<file path="src/rtl/vpt_pkg.sv">
package vpt_pkg;
  localparam int CLS_W = 4;  // priority class = top CLS_W bits of a vector
endpackage

</file>
<file path="src/rtl/vpt_msb_find.sv">
module vpt_msb_find #(
  parameter int N  = 256,
  parameter int IW = $clog2(N)
) (
  input  logic [N-1:0]  vec_i,
  output logic          found_o,
  output logic [IW-1:0] idx_o
);
  always_comb begin
    idx_o = '0;
    for (int i = 0; i < N; i++) begin
      if (vec_i[i]) idx_o = IW'(i);
    end
  end
  assign found_o = |vec_i;
endmodule

</file>
<file path="src/rtl/vpt_ppr_calc.sv">
module vpt_ppr_calc
  import vpt_pkg::*;
#(
  parameter int VEC_W = 8
) (
  input  logic [VEC_W-1:0] tpr_i,
  input  logic [VEC_W-1:0] isr_top_i,
  output logic [VEC_W-1:0] ppr_o
);
  logic [CLS_W-1:0] tpr_cls, isr_cls;
  assign tpr_cls = tpr_i[VEC_W-1 -: CLS_W];
  assign isr_cls = isr_top_i[VEC_W-1 -: CLS_W];
  assign ppr_o = (tpr_cls >= isr_cls) ? tpr_i
                                      : {isr_cls, {(VEC_W-CLS_W){1'b0}}};
endmodule

</file>
<file path="src/rtl/vec_prio_tracker.sv">
module vec_prio_tracker
  import vpt_pkg::*;
#(
  parameter int NUM_VEC = 256,
  parameter int RSVD    = 32,
  parameter int WORD_W  = 32,
  parameter int TPR_W   = 32
) (
  input  logic                           clk_i,
  input  logic                           rst_ni,
  input  logic                           set_valid_i,
  input  logic [$clog2(NUM_VEC)-1:0]     set_vec_i,
  input  logic                           ack_i,
  input  logic                           eoi_i,
  input  logic                           tpr_we_i,
  input  logic [TPR_W-1:0]               tpr_wdata_i,
  input  logic [$clog2(NUM_VEC/WORD_W)-1:0] rd_sel_i,
  output logic                           pend_valid_o,
  output logic [$clog2(NUM_VEC)-1:0]     pend_vec_o,
  output logic [$clog2(NUM_VEC)-1:0]     ppr_o,
  output logic [WORD_W-1:0]              irr_word_o,
  output logic [WORD_W-1:0]              isr_word_o
);
  localparam int VEC_W = $clog2(NUM_VEC);
  localparam logic [NUM_VEC-1:0] SCAN_MASK = {NUM_VEC{1'b1}} << RSVD;

  logic [NUM_VEC-1:0] irr_q, isr_q, irr_d, isr_d;
  logic [VEC_W-1:0]   tpr_q;

  logic               irr_found, isr_found;
  logic [VEC_W-1:0]   irr_top, isr_idx, isr_top;
  logic [NUM_VEC-1:0] set_bit, acc_bit, eoi_bit;
  logic               take;

  vpt_msb_find #(.N(NUM_VEC), .IW(VEC_W)) u_irr_find (
    .vec_i(irr_q & SCAN_MASK), .found_o(irr_found), .idx_o(irr_top)
  );
  vpt_msb_find #(.N(NUM_VEC), .IW(VEC_W)) u_isr_find (
    .vec_i(isr_q & SCAN_MASK), .found_o(isr_found), .idx_o(isr_idx)
  );

  // empty in-service set counts as vector 0
  assign isr_top = isr_found ? isr_idx : '0;

  vpt_ppr_calc #(.VEC_W(VEC_W)) u_ppr (
    .tpr_i(tpr_q), .isr_top_i(isr_top), .ppr_o(ppr_o)
  );

  assign pend_valid_o = irr_found &&
                        (irr_top[VEC_W-1 -: CLS_W] > ppr_o[VEC_W-1 -: CLS_W]);
  assign pend_vec_o   = pend_valid_o ? irr_top : '0;
  assign take         = ack_i && pend_valid_o;

  assign set_bit = set_valid_i ? (NUM_VEC'(1) << set_vec_i) : '0;
  assign acc_bit = take ? (NUM_VEC'(1) << irr_top) : '0;
  assign eoi_bit = (eoi_i && isr_found) ? (NUM_VEC'(1) << isr_idx) : '0;

  // a new request beats an accept of the same vector
  assign irr_d = (irr_q & ~acc_bit) | set_bit;
  assign isr_d = (isr_q & ~eoi_bit) | acc_bit;

  always_ff @(posedge clk_i or negedge rst_ni) begin
    if (!rst_ni) begin
      irr_q <= '0;
      isr_q <= '0;
      tpr_q <= '0;
    end else begin
      irr_q <= irr_d;
      isr_q <= isr_d;
      if (tpr_we_i) tpr_q <= tpr_wdata_i[VEC_W-1:0];
    end
  end

  assign irr_word_o = irr_q[rd_sel_i*WORD_W +: WORD_W];
  assign isr_word_o = isr_q[rd_sel_i*WORD_W +: WORD_W];
endmodule


</file>
<file path="config.mk">
export PLATFORM = sky130hd
export DESIGN_NAME = vec_prio_tracker
export DESIGN_NICKNAME = d
export VERILOG_FILES = /design/src/rtl/vpt_pkg.sv /design/src/rtl/vpt_msb_find.sv /design/src/rtl/vpt_ppr_calc.sv /design/src/rtl/vec_prio_tracker.sv
export SDC_FILE = /design/constraint.sdc
export NUM_CORES = 2
export LEC_CHECK = 0
export ABC_AREA = 0
export BUFFER_PORTS_ARGS = -buffer_cell sky130_fd_sc_hd__clkbuf_2
export CAP_MARGIN = 10
export CORE_UTILIZATION = 45
export CTS_BUF_LIST = sky130_fd_sc_hd__clkbuf_8
export CTS_CLUSTER_DIAMETER = 30
export DETAILED_ROUTE_END_ITERATION = 10
export PLACE_DENSITY = 0.6
export SETUP_SLACK_MARGIN = 0.2
export SYNTH_ARGS = -nofsm -noshare
export SYNTH_HDL_FRONTEND = slang
export SYNTH_SLANG_ARGS = --single-unit
</file>
<file path="constraint.sdc">
create_clock -name clk_i -period 6.53 [get_ports clk_i]
set_clock_uncertainty 0.15 [all_clocks]
set_input_delay 0.3265 -clock clk_i [delete_from_list [all_inputs] [get_ports clk_i]]
set_output_delay 0.3265 -clock clk_i [all_outputs]
set_load 0.005 [all_outputs]
</file>
==> metrics.md <==
| Metric | Value |
|---|---|
| Status | complete, but fails checks |
| Failing checks | negative hold slack, negative setup slack |
| Top cells by area, synth | dfrtp_1, mux4_2, a22o_1 |
| Top-area cell type share of the netlist area | 39.59% |
| Critical path's most frequent cell | buf_4 |
| Max IR drop VDD | 0.6166 mV |
| Post-synth net total | around 3500 |
| Post-placement cell area | 0.03694 mm² |
| Vias per cell | 7.460 |
| GP Congestion | roughly 1.1 |
| RSZ-0062 raised after global routing | true |
| Fill count | 6187 |
| CP Launch Type | flip-flop |
| Clock Sinks | 520 |
| ANT nets after route | 0 |
| Drt pass-1 iters | 6 |
| Worst Path Required | 7.10 ns |
| DIE AREA | 0.07412 mm² |
| Yosys warnings | 0 |
| CP Class | flip-flop to flip-flop |
| Final core utilization | 58.31% |
| Vias in the first global route | 34890 |
| Clock Path Buffers | 3 |
| Initial Util | 45.74% |
| Critical path arrival | 7.13 ns |
| Fraction of layout cells with a size suffix above 1 | 29.70% |
| Clk_lat worst skew | around 0.84 ns |
| Register bit total from synthesis | 520 |
| Port Buffers | ~110 |
| Period utilisation layout | 100.5% |
| Design area | 0.04190 mm² |
| Number of synthesized flops with an enable pin | 0 |
| Simple-gate share of the synthesized area | between 10% and 20% |
| Multi-input logic area | 0.01944 mm² |
| Inst Count DP | about 4600 |
| Final Hold Slack | -0.004243 ns |
| Pin count of the biggest net entering global routing | 153 |
| Routed wire length | 186700 µm |
| Clock root cell | clkbuf_8 |
| Period minus WS final | 6.566 ns |
| Fin. max-slew vios | 0 |
| Non-filler instance count after layout | 4937 |
| Commonest non-fill, non-tap cells in the layout | dfrtp_1, buf_4, nor2_1, a22o_1, o21ai_0 |
| Avg Cell Area, Syn | between 9 and 10 µm² |
| Slew HR | 0.4357% |
| Initial antenna violation count | 11 |
| Setup WS pre-CTS | -0.04006 ns |
| Worst Max-Slew Pin Slew | approximately 1.5 ns |
| Commonest non-fill, non-tap cell in the layout | dfrtp_1 |
| Sequential share of the synthesized area | 39.59% |
| Area grow syn2layout | 27.49% |
| Routed wire per std cell | 37.82 µm |
| Final hold violation count | 5 |
| Pwr Density | 314.9 mW/mm² |
| Post-DP HPWL | between 100000 and 150000 µm |
| First-pass GRT wire length | between 200000 and 300000 µm |
| Final-report setup violation count | 4 |
| DR iter-0 viols | 5813 |
| Reg area | 0.01301 mm² |
| Clock slew at reported path FFs | 0.07 ns |
| Die span in x | 272.3 µm |
| GRT Total Usage | 49.03% |
| Core area | 0.07185 mm² |
| Reg2reg start | isr_q[102] |
| Achievable frequency | roughly 150 MHz |
| Remaining Overflow, GRT | 0 |
| FP Rows | 98 |
| Max-Cap Viols | 0 |
| CTS buffer count | 135 |
| Critical-path top delay cell | or4_4 |
| Async set-reset flop share out of synthesis | 100.0% |
| IO Pins | 130 |
| Compound-Gate Fraction of Synth Area | 24.98% |
| Largest family of logic cells by synthesized area | compound AO/OA/AOI/OAI gates |
| Post-Syn Area | around 0.033 mm² |
| Min-delay worst type | input pin to async pin |
| Nets | 3938 |
| Adder-cell area share of the yosys netlist | 0.3046% |
| CTS tree | done |
| Mux contribution to synthesized area | 11.20% |
| Xor/xnor share of the synthesized area | 0% |
| Critical Path Start | isr_q[102] |
| Endpoint type of the worst setup path | flip-flop |
| Main flop type after synthesis | dfrtp_1 |
| H-tree levels | 4 |
| Slack of the critical path | -0.03589 ns |
| Yosys top cell by area | dfrtp_1 |
| Crit path largest cell delay | ~0.57 ns |
| DR vias | 36830 |
| Synth Instances | about 3500 |
| # DRC | 0 |
| Worst Path Max Fanout | 6 |
| Synth unique cells | 87 |
| Chip Height | 272.3 µm |
| Lkg Pwr | between 15 and 20 nW |
-- routing by layer --
layer  GRT usage [%]  vias up  share of wire [%]
met2           69.88     3441                 41
li1                -    14470                  -
met4           35.60        8                9.2
met5               0        -              0.032
met3           16.69      888                 14
met1           61.82    18030                 35
-- cells by family (layout without fill, tap and decap cells) --
kind of cell    after synthesis  after routing
other cells                   0              4
mux                         199            199
simple gates               1155           1155
buf+inv                     430            950
fa+ha+maj                     8              8
compound gates             1151           1151
flops                       520            520
-- sequential cells by signal, summed over array words and instances (netlist names) --
signal and count:
irr_q 256, isr_q 256, tpr_q 8
-- through the flow --
step,TNS (ns),power (mW)
3_5_place_dp,-0.2107,7.988
5_1_grt,-2.991,13.29
2_1_floorplan,0,5.816
4_1_cts,0,12.66
3_3_place_gp,-0.8745,7.976
6_report,-0.06686,13.19
-- what timing repair did --
action,CTS,global route
pin swaps,13,95
buffers inserted,7,12
endpoints found under the setup margin,388,423
resized for setup,41,278
hold endpoints to repair,103,0
hold buffers,25,0
gates cloned,0,10
-- final timing paths --
check,end,slack (ns),cells past startpoint
worst max-delay path,irr_q[86],-0.04,28
worst min register to register,isr_q[12],0.22,0
max in group asynchronous,irr_q[67],4.62,3
min in group clk_i,irr_q[14],0.04,3
worst max register to register,irr_q[86],-0.04,28
worst min-delay path,isr_q[143],-0.004,2
-- final cells by class --
class	count	share of cell area, %
timing repair buffer	556	11.07
multi-input combinational	2513	46.41
clock buffer	161	5.288
inverter	155	1.389
tap	950	2.837
antenna	4	0.02389
sequential	520	31.06
clock inverter	78	1.932
-- synth_stat cells, drive strengths merged (71+ instances only) --
master	n
dfrtp	520
o21ai	248
clkbuf	233
nor2	207
nor4	184
a22o	174
nand2	170
inv	155
o31ai	146
nor3	139
a21o	137
mux4	128
nand3	124
a21oi	116
mux2	71
or4	71
-- critical path, delay by kind of cell (launching register included) --
family                     cells  cell delay, ns
adders and majority gates      2            0.48
DFF                            1            0.38
and+or+nand+nor                9            2.39
buffers and inverters          7            1.06
AOI/OAI and AO/OA             10            1.99
-- power breakdown --
part / internal [mW] / switching, mW
sequential: 3.36 / 0.283
combinational: 1.07 / 3.83
clock: 2.78 / 1.87
(Power assumes the default switching activity.)
